===== config.mk =====
export PLATFORM = sky130hd
export DESIGN_NAME = target_time_cmp
export DESIGN_NICKNAME = d
export VERILOG_FILES = /design/src/rtl/tcmp_pkg.sv /design/src/rtl/tcmp_ge.sv /design/src/rtl/tcmp_arm.sv /design/src/rtl/tcmp_flag.sv /design/src/rtl/target_time_cmp.sv
export SDC_FILE = /design/constraint.sdc
export NUM_CORES = 1
export LEC_CHECK = 0
export CAP_MARGIN = 20
export CORE_MARGIN = 4
export CORE_UTILIZATION = 23
export CTS_BUF_LIST = sky130_fd_sc_hd__clkbuf_2 sky130_fd_sc_hd__clkbuf_4 sky130_fd_sc_hd__clkbuf_8
export CTS_CLUSTER_SIZE = 10
export DETAILED_ROUTE_END_ITERATION = 6
export DONT_BUFFER_PORTS = 1
export GPL_TIMING_DRIVEN = 0
export PLACE_DENSITY = 0.42
export SYNTH_ARGS = -nofsm -noshare
export SYNTH_HDL_FRONTEND = slang
export SYNTH_HIERARCHICAL = 1
export SYNTH_SLANG_ARGS = --single-unit
export TNS_END_PERCENT = 1

===== constraint.sdc =====
create_clock -name clk_i -period 2 [get_ports clk_i]
set_clock_uncertainty 0.05 [all_clocks]
set_input_delay 0.3 -clock clk_i [delete_from_list [all_inputs] [get_ports clk_i]]
set_output_delay 0.3 -clock clk_i [all_outputs]
set_load 0.1 [all_outputs]

===== src/rtl/tcmp_pkg.sv =====
package tcmp_pkg;
  localparam int unsigned DEF_SEC_W = 32;
  localparam int unsigned DEF_NS_W  = 32;

  typedef enum logic [1:0] {
    ARM_HOLD = 2'd0,
    ARM_SW   = 2'd1,
    ARM_HWC  = 2'd2
  } arm_op_e;

  typedef enum logic [1:0] {
    STS_HOLD = 2'd0,
    STS_SET  = 2'd1,
    STS_CLR  = 2'd2
  } sts_op_e;
endpackage


===== src/rtl/tcmp_ge.sv =====
module tcmp_ge #(
  parameter int unsigned SEC_W = 32,
  parameter int unsigned NS_W  = 32,
  parameter bit          SPLIT = 1'b1
) (
  input  logic [SEC_W-1:0] sec_i,
  input  logic [NS_W-1:0]  ns_i,
  input  logic [SEC_W-1:0] tgt_sec_i,
  input  logic [NS_W-1:0]  tgt_ns_i,
  output logic             ge_o
);
  localparam int unsigned TW = SEC_W + NS_W;

  generate
    if (SPLIT) begin : g_split
      // per-word compare keeps carry chains short
      logic sec_gt, sec_eq, ns_ge;
      always_comb begin
        sec_gt = sec_i > tgt_sec_i;
        sec_eq = sec_i == tgt_sec_i;
        ns_ge  = ns_i >= tgt_ns_i;
        ge_o   = sec_gt | (sec_eq & ns_ge);
      end
    end else begin : g_flat
      logic [TW-1:0] now_w, tgt_w;
      always_comb begin
        now_w = {sec_i, ns_i};
        tgt_w = {tgt_sec_i, tgt_ns_i};
        ge_o  = now_w >= tgt_w;
      end
    end
  endgenerate
endmodule


===== src/rtl/tcmp_arm.sv =====
module tcmp_arm
  import tcmp_pkg::*;
(
  input  logic clk_i,
  input  logic rst_ni,
  input  logic we_i,
  input  logic wdata_i,
  input  logic ge_i,
  output logic armed_o,
  output logic fire_o,
  output logic hit_o
);
  arm_op_e op;
  logic    armed_q, hit_q;

  assign fire_o = armed_q & ge_i;

  always_comb begin
    if (we_i)        op = ARM_SW;
    else if (fire_o) op = ARM_HWC;
    else             op = ARM_HOLD;
  end

  always_ff @(posedge clk_i or negedge rst_ni) begin
    if (!rst_ni) begin
      armed_q <= 1'b0;
      hit_q   <= 1'b0;
    end else begin
      hit_q <= fire_o;
      unique case (op)
        ARM_SW:  armed_q <= wdata_i;
        ARM_HWC: armed_q <= 1'b0;
        default: armed_q <= armed_q;
      endcase
    end
  end

  assign armed_o = armed_q;
  assign hit_o   = hit_q;
endmodule


===== src/rtl/tcmp_flag.sv =====
module tcmp_flag
  import tcmp_pkg::*;
(
  input  logic clk_i,
  input  logic rst_ni,
  input  logic set_i,
  input  logic we_i,
  input  logic wdata_i,
  input  logic irq_en_i,
  output logic sts_o,
  output logic irq_o
);
  sts_op_e op;
  logic    sts_q;

  always_comb begin
    if (set_i)               op = STS_SET;
    else if (we_i && wdata_i) op = STS_CLR;
    else                     op = STS_HOLD;
  end

  always_ff @(posedge clk_i or negedge rst_ni) begin
    if (!rst_ni) sts_q <= 1'b0;
    else begin
      unique case (op)
        STS_SET: sts_q <= 1'b1;
        STS_CLR: sts_q <= 1'b0;
        default: sts_q <= sts_q;
      endcase
    end
  end

  assign sts_o = sts_q;
  assign irq_o = sts_q & irq_en_i;
endmodule


===== src/rtl/target_time_cmp.sv =====
module target_time_cmp
  import tcmp_pkg::*;
#(
  parameter int unsigned SEC_W = DEF_SEC_W,
  parameter int unsigned NS_W  = DEF_NS_W
) (
  input  logic             clk_i,
  input  logic             rst_ni,
  input  logic [SEC_W-1:0] sec_i,
  input  logic [NS_W-1:0]  ns_i,
  input  logic [SEC_W-1:0] tgt_sec_i,
  input  logic [NS_W-1:0]  tgt_ns_i,
  input  logic             arm_we_i,
  input  logic             arm_wdata_i,
  input  logic             sts_we_i,
  input  logic             sts_wdata_i,
  input  logic             irq_en_i,
  output logic             armed_o,
  output logic             hit_o,
  output logic             sts_o,
  output logic             irq_o
);
  logic ge, fire;

  tcmp_ge #(.SEC_W(SEC_W), .NS_W(NS_W), .SPLIT(1'b1)) u_ge (
    .sec_i(sec_i), .ns_i(ns_i), .tgt_sec_i(tgt_sec_i), .tgt_ns_i(tgt_ns_i),
    .ge_o(ge)
  );

  tcmp_arm u_arm (
    .clk_i(clk_i), .rst_ni(rst_ni), .we_i(arm_we_i), .wdata_i(arm_wdata_i),
    .ge_i(ge), .armed_o(armed_o), .fire_o(fire), .hit_o(hit_o)
  );

  tcmp_flag u_flag (
    .clk_i(clk_i), .rst_ni(rst_ni), .set_i(fire), .we_i(sts_we_i),
    .wdata_i(sts_wdata_i), .irq_en_i(irq_en_i), .sts_o(sts_o), .irq_o(irq_o)
  );
endmodule


# Word level (Yosys, flattened, before mapping)
# Cells that the tools add are included.
dict set report op_classes {
  bitwise 4
  order_cmp 2
  n_reduce_logical 3
  n_mux 6
  n_eq_ne 5
}
# cell count
set ops {}
lappend ops {{== test 32 bit} 1}
lappend ops {{>= comparator 32 bit} 1}
lappend ops {{greater-than comparator 32 bit} 1}
lappend ops {{2-to-1 mux 2 bit} 4}
lappend ops {{== test 2 x 1 -> 1 bit (second input constant)} 2}
lappend ops {{== test 2 bit (second input constant)} 2}
lappend ops {{one-hot mux 1 bit (2 select lines)} 2}
lappend ops {{nonzero test 2 bit} 2}
lappend ops {{bitwise AND 1 bit} 3}
lappend ops {{logical AND 1 bit} 1}
lappend ops {{bitwise OR 1 bit} 1}
dict set report word_totals {
  reg_bits 3
  in_bits 135
  word_cells 23
}

# Longest topological paths before layout
# Gate-level depths: netlist of the first run.
dict set report logic_depth {
  word_depth 8
  mapped_depth 10
  mapped_depth_nobuf 10
}

# Hierarchy
# The synthesis of the first run kept the hierarchy.
# module n_inst area_each_um2 cells_each
set modules_own_cells {}
lappend modules_own_cells {tcmp_ge 1 1595.3 227}
lappend modules_own_cells {tcmp_arm 1 68.8 5}
lappend modules_own_cells {tcmp_flag 1 42.5 4}

# Worst setup path before layout of the first run
# OpenSTA, ideal clock, no wires.
dict set report synth_timing {
  path_type {in2reg}
  start {input port tgt_sec_i[14]}
  end {register u_flag.sts_q (netlist: u_flag/sts_o)}
  cell_stages 10
  arrival_ns 1.987
  path_buffers 0
  setup_time_ns 0.120
  setup_slack_ns -0.157
  path_cell_list {inv_1 ha_1 a21oi_2 nand2_1 a221o_1 o31a_1 a2111oi_2 a31oi_1 and2_1 a21o_1}
}
dict set report synth_between {
  elab_chain_len 7
}
# element line
set synth_lines {}
lappend synth_lines {{start, declared} target_time_cmp.sv:11} ;# input logic [SEC_W-1:0] tgt_sec_i,
lappend synth_lines {{parallel branches: the longest is 2 deep, another holds greater-than comparator 32 bit} -}
lappend synth_lines {{bitwise OR 1 bit (*)} tcmp_ge.sv:22} ;# ge_o = sec_gt | (sec_eq & ns_ge);
lappend synth_lines {{via ge} target_time_cmp.sv:23} ;# logic ge, fire;
lappend synth_lines {{bitwise AND 1 bit (*)} tcmp_arm.sv:16} ;# assign fire_o = armed_q & ge_i;
lappend synth_lines {{via fire} target_time_cmp.sv:23}
lappend synth_lines {{2-to-1 mux 2 bit (*)} tcmp_flag.sv:17} ;# if (set_i) op = STS_SET;
lappend synth_lines {{== test 2 bit / == test 2 x 1 -> 1 bit (equally long branches)} tcmp_flag.sv:25} ;# unique case (op)
lappend synth_lines {{one-hot mux 1 bit (2 select lines) / nonzero test 2 bit (equally long branches)} -}
lappend synth_lines {{end signal, assigned} tcmp_flag.sv:28} ;# default: sts_q <= sts_q;
lappend synth_lines {{end, declared} tcmp_flag.sv:14} ;# logic sts_q;
# Mark *: on every way through the listed nets, which the timed path passes.
# A chain may end at the register's enable or synchronous reset.

# Final worst setup path of the first run
dict set report layout_timing {
  start {input port tgt_sec_i[8]}
  end {register u_flag.sts_q (netlist: u_flag/sts_o)}
}
# Same word-level chain as after synthesis.

==> metrics, run 1 <==
critical path endpoint category flop; xor/xnor share of the synthesized area 0%; via count 1542; Crit path arrival time 2.00 ns; maximum vdd drop 0.149 mV; Max-Cap Viols 0; # rows 31; initial core utilization 23.7%; initial antenna violation count 0; combinational share of power 51.2%; ANT cells 0; YS warnings 6; post-layout min period 1.96 ns; cell area after synthesis 0.00171 mm2; Pre-Repair DR Iteration Count 4; Die Span Y 94.1 um; Final TNS setup 0 ns; Die ar. 0.00886 mm2; Adder-Cell Fraction of Synth Area 46.9%; Clock power frac 29.0%; syn avg cell area 7.23 um2; sequential fraction of design power 19.8%; cell taking the most area after synthesis ha_1; CP max FO 2; cell area power density 315 mW/mm2; routed vias/inst 4.52; cell internal pwr 0.373 mW; net count after synthesis 435; Finish-stage setup viols 0; Reg-to-Reg Start u_arm/armed_o; CP max stage delay 0.32 ns; total power 0.653 mW; Residual DRC 0; Reg2Reg Depth 2; number of global-route vias before repair 1623; RSZ-0062 raised after global routing true; CTS H-tree depth 1; CORE AREA 0.00721 mm2; 1st-iter DRT viols 16; hold_ws 0.202 ns; top post-synthesis cells by area ha_1 47%, inv_1 14%, a21oi_1 6.7%; CTS Root Cell clkbuf_8; placed cell area 0.00195 mm2; GRT Total Usage 9.39%; WHS Endpoint u_arm/armed_o; RePlAce Congestion 0.699; first-pass GRT wire length 6810 um; Tcrit/Tclk final 97.8%; worst skew pair latency 0.21 ns; Clock Pin Slew Worst Setup and Hold Paths 0.03 ns; Achievable Freq 0.511 GHz; Max Buffers Root-to-Sink 2; post-synthesis simple-gate area fraction 16.1%; crit start category input port; mux cell area share after synthesis 0%; final hold vios 0; share of layout cells above drive strength 1 13.6%; drt wl/cell 12.9 um; sequential element share of the synthesized area 4.40%; Top-Level Pins 139; slew at the pin with the worst max-slew slack 0.935 ns; number of synthesized register bits 3; status finished clean; Layout Area Growth over Synthesis 21.5%; CTS tree yes; switching share of power 42.8%; Nets 442; Leak Pwr 1.13 nW; Slowest cell on crit path a221o_1; grt ovf 0; WHS Path Cells 1; Required @ worst endpoint 2.05 ns; Port-buffer cells 0; main combinational cell family by area after synthesis adder cells; post-synth cell types 30; hpwl dp 4270 um; DRT Wirelength 4410 um; number of clock sinks 3; CTS buffer count 3; WS Path Type in -> reg; Relative slew margins 37.7%; P_sw 0.280 mW; post-synth top area share 46.9%; post-synthesis compound-gate area fraction 18.5%; Post-Syn Instances 236; post-route cell area 0.00207 mm2; largest net degree at the start of global routing 4; Final Max Slew Viols 0; Hold Path Origin arm_we_i; post-route ant nets 0; Worst Hold Class in -> reg; FF-to-FF End u_flag/sts_o; Core Util, Final 28.7%; die width 94.1 um; Critical Path, Cell by Cell inv_1 -> ha_1 -> nand4_1 -> nor2_1 -> a221o_1 -> o31a_1 -> a2111oi_4 -> a31oi_2 -> and2_1 -> a21o_1; flop2flop setup slack 0.57 ns
-- how the worst max path moves through the flow --
| stage | from | endpoint | slack [ns] | cells past startpoint |
|---|---|---|---|---|
| after floorplan | tgt_sec_i[14] | u_flag/sts_o | -0.12 | 10 |
| final | tgt_sec_i[8] | u_flag/sts_o | 0.04 | 10 |
| after CTS | tgt_sec_i[17] | u_flag/sts_o | -0.03 | 10 |
| after global routing | tgt_sec_i[11] | u_arm/armed_o | -0.08 | 10 |
| after detailed placement | tgt_sec_i[14] | u_flag/sts_o | -0.40 | 10 |
| after global placement | tgt_sec_i[14] | u_flag/sts_o | -0.39 | 10 |
-- critical path, delay by kind of cell --
kind	cells	cell delay [ns]
adder cells (fa/ha/maj)	1	0.26
AO/OA/AOI/OAI	5	1.06
buffers and inverters	1	0.02
AND/OR/NAND/NOR	3	0.36
-- cell usage in the layout, fill, tap and decap left out, drive strengths merged --
master and count:
nor2b 1, dlygate4sd3 1, or3 1, a221o 1, nor2 8, a21o 6, a221oi 1, a211oi 2
a22o 1, a31oi 1, clkbuf 4, and2 2, nand2b 1, o21ai 7, buf 1, nor3 2
inv 64, dfrtp 3, a21boi 1, o21a 1, nor4 2, a21oi 24, o31a 1, nand3 8
o41ai 1, ha 64, and4 3, nand2 18, nand4 9, o211ai 1, a2111oi 2
-- flip-flops by register name, summed over array words and instances (netlist names) --
name / count
u_arm/armed_o: 1
u_arm/hit_o: 1
u_flag/sts_o: 1
-- what timing repair did --
action,CTS,global route
gates cloned,0,0
pin swaps,3,4
hold endpoints to repair,3,0
endpoints found under the setup margin,4,3
setup buffers,0,1
hold buffers,1,0
gates resized for setup,7,5
-- power by group through the flow --
stage	Clock (mW)	Combinational [mW]	Sequential, mW
3_3_place_gp	0	0.319	0.129
6_report	0.190	0.334	0.129
2_1_floorplan	0	0.260	0.127
4_1_cts	0.192	0.334	0.130
3_5_place_dp	0	0.320	0.129
5_1_grt	0.200	0.400	0.130
-- area by class of cell --
| class | count | area, um2 |
|---|---|---|
| fill | 814 | 5140 |
| timing repair buffer | 2 | 17.5 |
| inverter | 64 | 243 |
| sequential | 3 | 76.3 |
| tap | 99 | 124 |
| clock buffer | 4 | 48.8 |
| multi-input combinational | 169 | 1560 |
-- logic make-up (layout without fill, tap and decap cells) --
| family | after synthesis | after routing |
|---|---|---|
| compound gates | 50 | 50 |
| fa+ha+maj | 64 | 64 |
| buf+inv | 64 | 70 |
| flops | 3 | 3 |
| simple gates | 55 | 55 |
-- metrics by stage --
step	setup slack, ns	instances
after CTS	-0.0301	340
after global routing	-0.0816	341
final	0.0446	341
after floorplan	-0.119	236
after global placement	-0.391	335
after detailed placement	-0.397	335
-- Yosys cell counts, drive strengths merged --
library cell and instances:
nand2 18, a21o 6, a22o 1, nand3 8
o41ai 1, a31oi 1, nor2b 1, a21oi 24
o31a 1, inv 64, dfrtp 3, and2 2
a211oi 2, a221oi 1, o211ai 1, o21ai 7
ha 64, nor4 2, or3 1, a2111oi 2
a21boi 1, nand2b 1, o21a 1, nand4 9
nor3 2, and4 3, a221o 1, nor2 8
-- per-layer routing --
metal / wire length (um) / track usage (%) / vias up / share of wire (%)
met4: 5 / 1.08 / 0 / 0.11
met3: 484 / 3.45 / 2 / 11
met2: 2000 / 16.5 / 84 / 45
met5: 0 / 0 / - / 0
li1: - / - / 830 / -
met1: 1920 / 11.1 / 626 / 44
No activity file was read; power rests on OpenSTA's default activity.
==> run 2, diff against run 1 <==
--- a/config.mk
+++ b/config.mk
@@ -6,16 +6,14 @@
 export NUM_CORES = 1
 export LEC_CHECK = 0
 export CAP_MARGIN = 20
-export CORE_MARGIN = 4
 export CORE_UTILIZATION = 23
 export CTS_BUF_LIST = sky130_fd_sc_hd__clkbuf_2 sky130_fd_sc_hd__clkbuf_4 sky130_fd_sc_hd__clkbuf_8
 export CTS_CLUSTER_SIZE = 10
 export DETAILED_ROUTE_END_ITERATION = 6
 export DONT_BUFFER_PORTS = 1
 export GPL_TIMING_DRIVEN = 0
-export PLACE_DENSITY = 0.42
+export PLACE_DENSITY = 0.43
 export SYNTH_ARGS = -nofsm -noshare
 export SYNTH_HDL_FRONTEND = slang
-export SYNTH_HIERARCHICAL = 1
 export SYNTH_SLANG_ARGS = --single-unit
 export TNS_END_PERCENT = 1
==> metrics, run 2 <==
status finished with violations (was finished clean); failing checks setup timing; Achievable Freq 0.486 GHz (was 0.511 GHz); CTS Root Cell clkbuf_8 (unchanged); routed vias/inst 4.64 (was 4.52); CORE AREA 0.00725 mm2 (was 0.00721 mm2); Final Max Slew Viols 0 (unchanged); Pre-Repair DR Iteration Count 6 (was 4); Die ar. 0.00787 mm2 (was 0.00886 mm2); Setup WS pre-CTS -0.500 ns (was -0.397 ns); Post-Syn Instances 239 (was 236); Relative slew margins 35.9% (was 37.7%); Nets 448 (was 442); # rows 31 (unchanged); Max Buffers Root-to-Sink 2 (unchanged); initial antenna violation count 0 (unchanged); number of clock sinks 3 (unchanged); final-layout fill cell count 832 (was 814); die width 88.7 um (was 94.1 um); slew at the pin with the worst max-slew slack 0.962 ns (was 0.935 ns); post-synth top area share 46.3% (was 46.9%); cell area power density 315 mW/mm2 (about the same); Crit path arrival time 2.11 ns (was 2.00 ns); Port-buffer cells 0 (unchanged); first-pass GRT wire length 5640 um (was 6810 um); fin worst setup slack -0.0592 ns (was 0.0446 ns); drt wl/cell 11.8 um (was 12.9 um); CTS H-tree depth 1 (unchanged); Worst Hold Class in -> reg (unchanged); most common cell after layout, fill and taps aside inv_1 (unchanged); hold_ws 0.164 ns (was 0.202 ns); top post-synthesis cells by area ha_1 46%, inv_1 14%, a21oi_1 7.5% (was ha_1 47%, inv_1 14%, a21oi_1 6.7%); RePlAce Congestion 0.632 (was 0.699); maximum vdd drop 0.155 mV (was 0.149 mV); post-layout min period 2.06 ns (was 1.96 ns); critical path endpoint category flop (unchanged); net count after synthesis 438 (was 435); count leader, synth inv_1; number of global-route vias before repair 1399 (was 1623); 1st-iter DRT viols 14 (was 16); Layout Area Growth over Synthesis 22.8% (was 21.5%); Top-Level Pins 139 (unchanged); Core Util, Final 29.3% (was 28.7%); WS Path Type in -> reg (unchanged); crit start category input port (unchanged); cell area after synthesis 0.00173 mm2 (was 0.00171 mm2); ANT cells 0 (unchanged); final hold vios 0 (unchanged); largest net degree at the start of global routing 5 (was 4); Finish-stage setup viols 1 (was 0); Residual DRC 0 (unchanged); commonest cells after routing, fill and taps aside 61 x inv_1, 56 x ha_1, 24 x a21oi_1 (was 56 x inv_1, 55 x ha_1, 23 x a21oi_1); GRT Total Usage 9.11% (was 9.39%); RSZ-0062 raised after global routing true (unchanged); Post-synth EDFFs 0 (unchanged); sequential element share of the synthesized area 4.34% (was 4.40%); DRT Wirelength 4080 um (was 4410 um); post-synth cell types 28 (was 30); syn avg cell area 7.24 um2 (was 7.23 um2); Required @ worst endpoint 2.05 ns (about the same); ys async rst share 100% (unchanged); via count 1610 (was 1542); Max-Cap Viols 0 (unchanged); Leak Pwr 1.16 nW (was 1.13 nW); worst skew pair latency 0.21 ns (about the same); WHS Path Cells 1 (unchanged); cell taking the most area after synthesis ha_1 (unchanged); post-route ant nets 0 (unchanged); Post-synth top cells 66 x inv_1, 64 x ha_1, 26 x a21oi_1 (was 64 x ha_1, 64 x inv_1, 23 x a21oi_1); ys flop type dfrtp_1 (unchanged); CTS tree yes (unchanged); total power 0.669 mW (was 0.653 mW); hpwl dp 3810 um (was 4270 um); initial core utilization 23.9% (was 23.7%); number of synthesized register bits 3 (unchanged); grt ovf 0 (unchanged); CP max FO 3 (was 2); share of layout cells above drive strength 1 12.5% (was 13.6%); Reg2Reg Depth 4 (was 2); CTS buffer count 3 (unchanged); YS warnings 0 (was 6); Tcrit/Tclk final 103% (was 97.8%); Clock Pin Slew Worst Setup and Hold Paths 0.03 ns (about the same); Die Span Y 88.7 um (was 94.1 um)
==> run 2: what timing repair did <==
action | 4_1_cts | 5_1_grt
resized for setup | 6 | 27
buffers inserted | 0 | 4
pin swaps | 2 | 19
hold buffers | 1 | 0
endpoints found under the hold margin | 3 | 0
setup endpoints to repair | 4 | 3
==> run 2: final cells by class <==
cell class | count | area [um2] | share of cell area [%]
inverter | 66 | 270 | 12.7
tap | 99 | 124 | 5.83
timing repair buffer | 5 | 40.0 | 1.88
clock buffer | 4 | 48.8 | 2.30
multi-input combinational | 170 | 1570 | 73.7
sequential | 3 | 76.3 | 3.59
==> run 2: final timing paths <==
check / startpoint / end / slack, ns
setup / recovery: tgt_sec_i[7] / u_flag.sts_o / -0.06
hold / removal: arm_we_i / u_arm.armed_o / 0.16
setup reg to reg: u_arm.armed_o / u_arm.armed_o / 0.35
hold reg to reg: u_flag.sts_o / u_flag.sts_o / 0.86
max in group asynchronous: rst_ni / u_flag.sts_o / 1.45
min in group asynchronous: rst_ni / u_arm.armed_o / 0.29
==> run 2: stage by stage <==
step / cells / instance area, um2 / setup TNS, ns
after floorplan: 239 / 1730 / -0.164
after global placement: 338 / 1860 / -1.30
after detailed placement: 338 / 1860 / -1.26
after CTS: 343 / 1950 / -0.0606
after global routing: 347 / 2130 / -0.313
final: 347 / 2130 / -0.0592
==> run 2: power by group <==
part / switching [mW] / internal, mW / leakage, nW
logic: 0.185 / 0.165 / 1.10
clock network: 0.0390 / 0.149 / 0.0262
registers: 0.0631 / 0.0682 / 0.0371
==> run 2: routing by layer <==
layer  global-route usage [%]  up-vias  share of wire, %
met5                        0        -                 0
met2                     16.1       82                47
met4                     2.64        0              0.66
li1                         -      850                 -
met3                     2.33        2               9.5
met1                     10.8      676                43
==> run 2: cells by family (layout without fill, tap and decap cells) <==
group                      after synthesis  after routing  share of synthesized area [%]
DFF                                      3              3                           4.34
adders and majority gates               64             64                           46.3
AOI/OAI and AO/OA                       53             53                           19.6
buffers and inverters                   66             75                           14.3
and+or+nand+nor                         53             53                           15.5
==> run 2: critical path, stage by stage <==
cell     delay [ns]
inv_1          0.07
ha_4           0.20
a21oi_1        0.14
o21ai_1        0.09
a221o_1        0.32
a211o_1        0.29
a221o_1        0.42
a32o_1         0.28
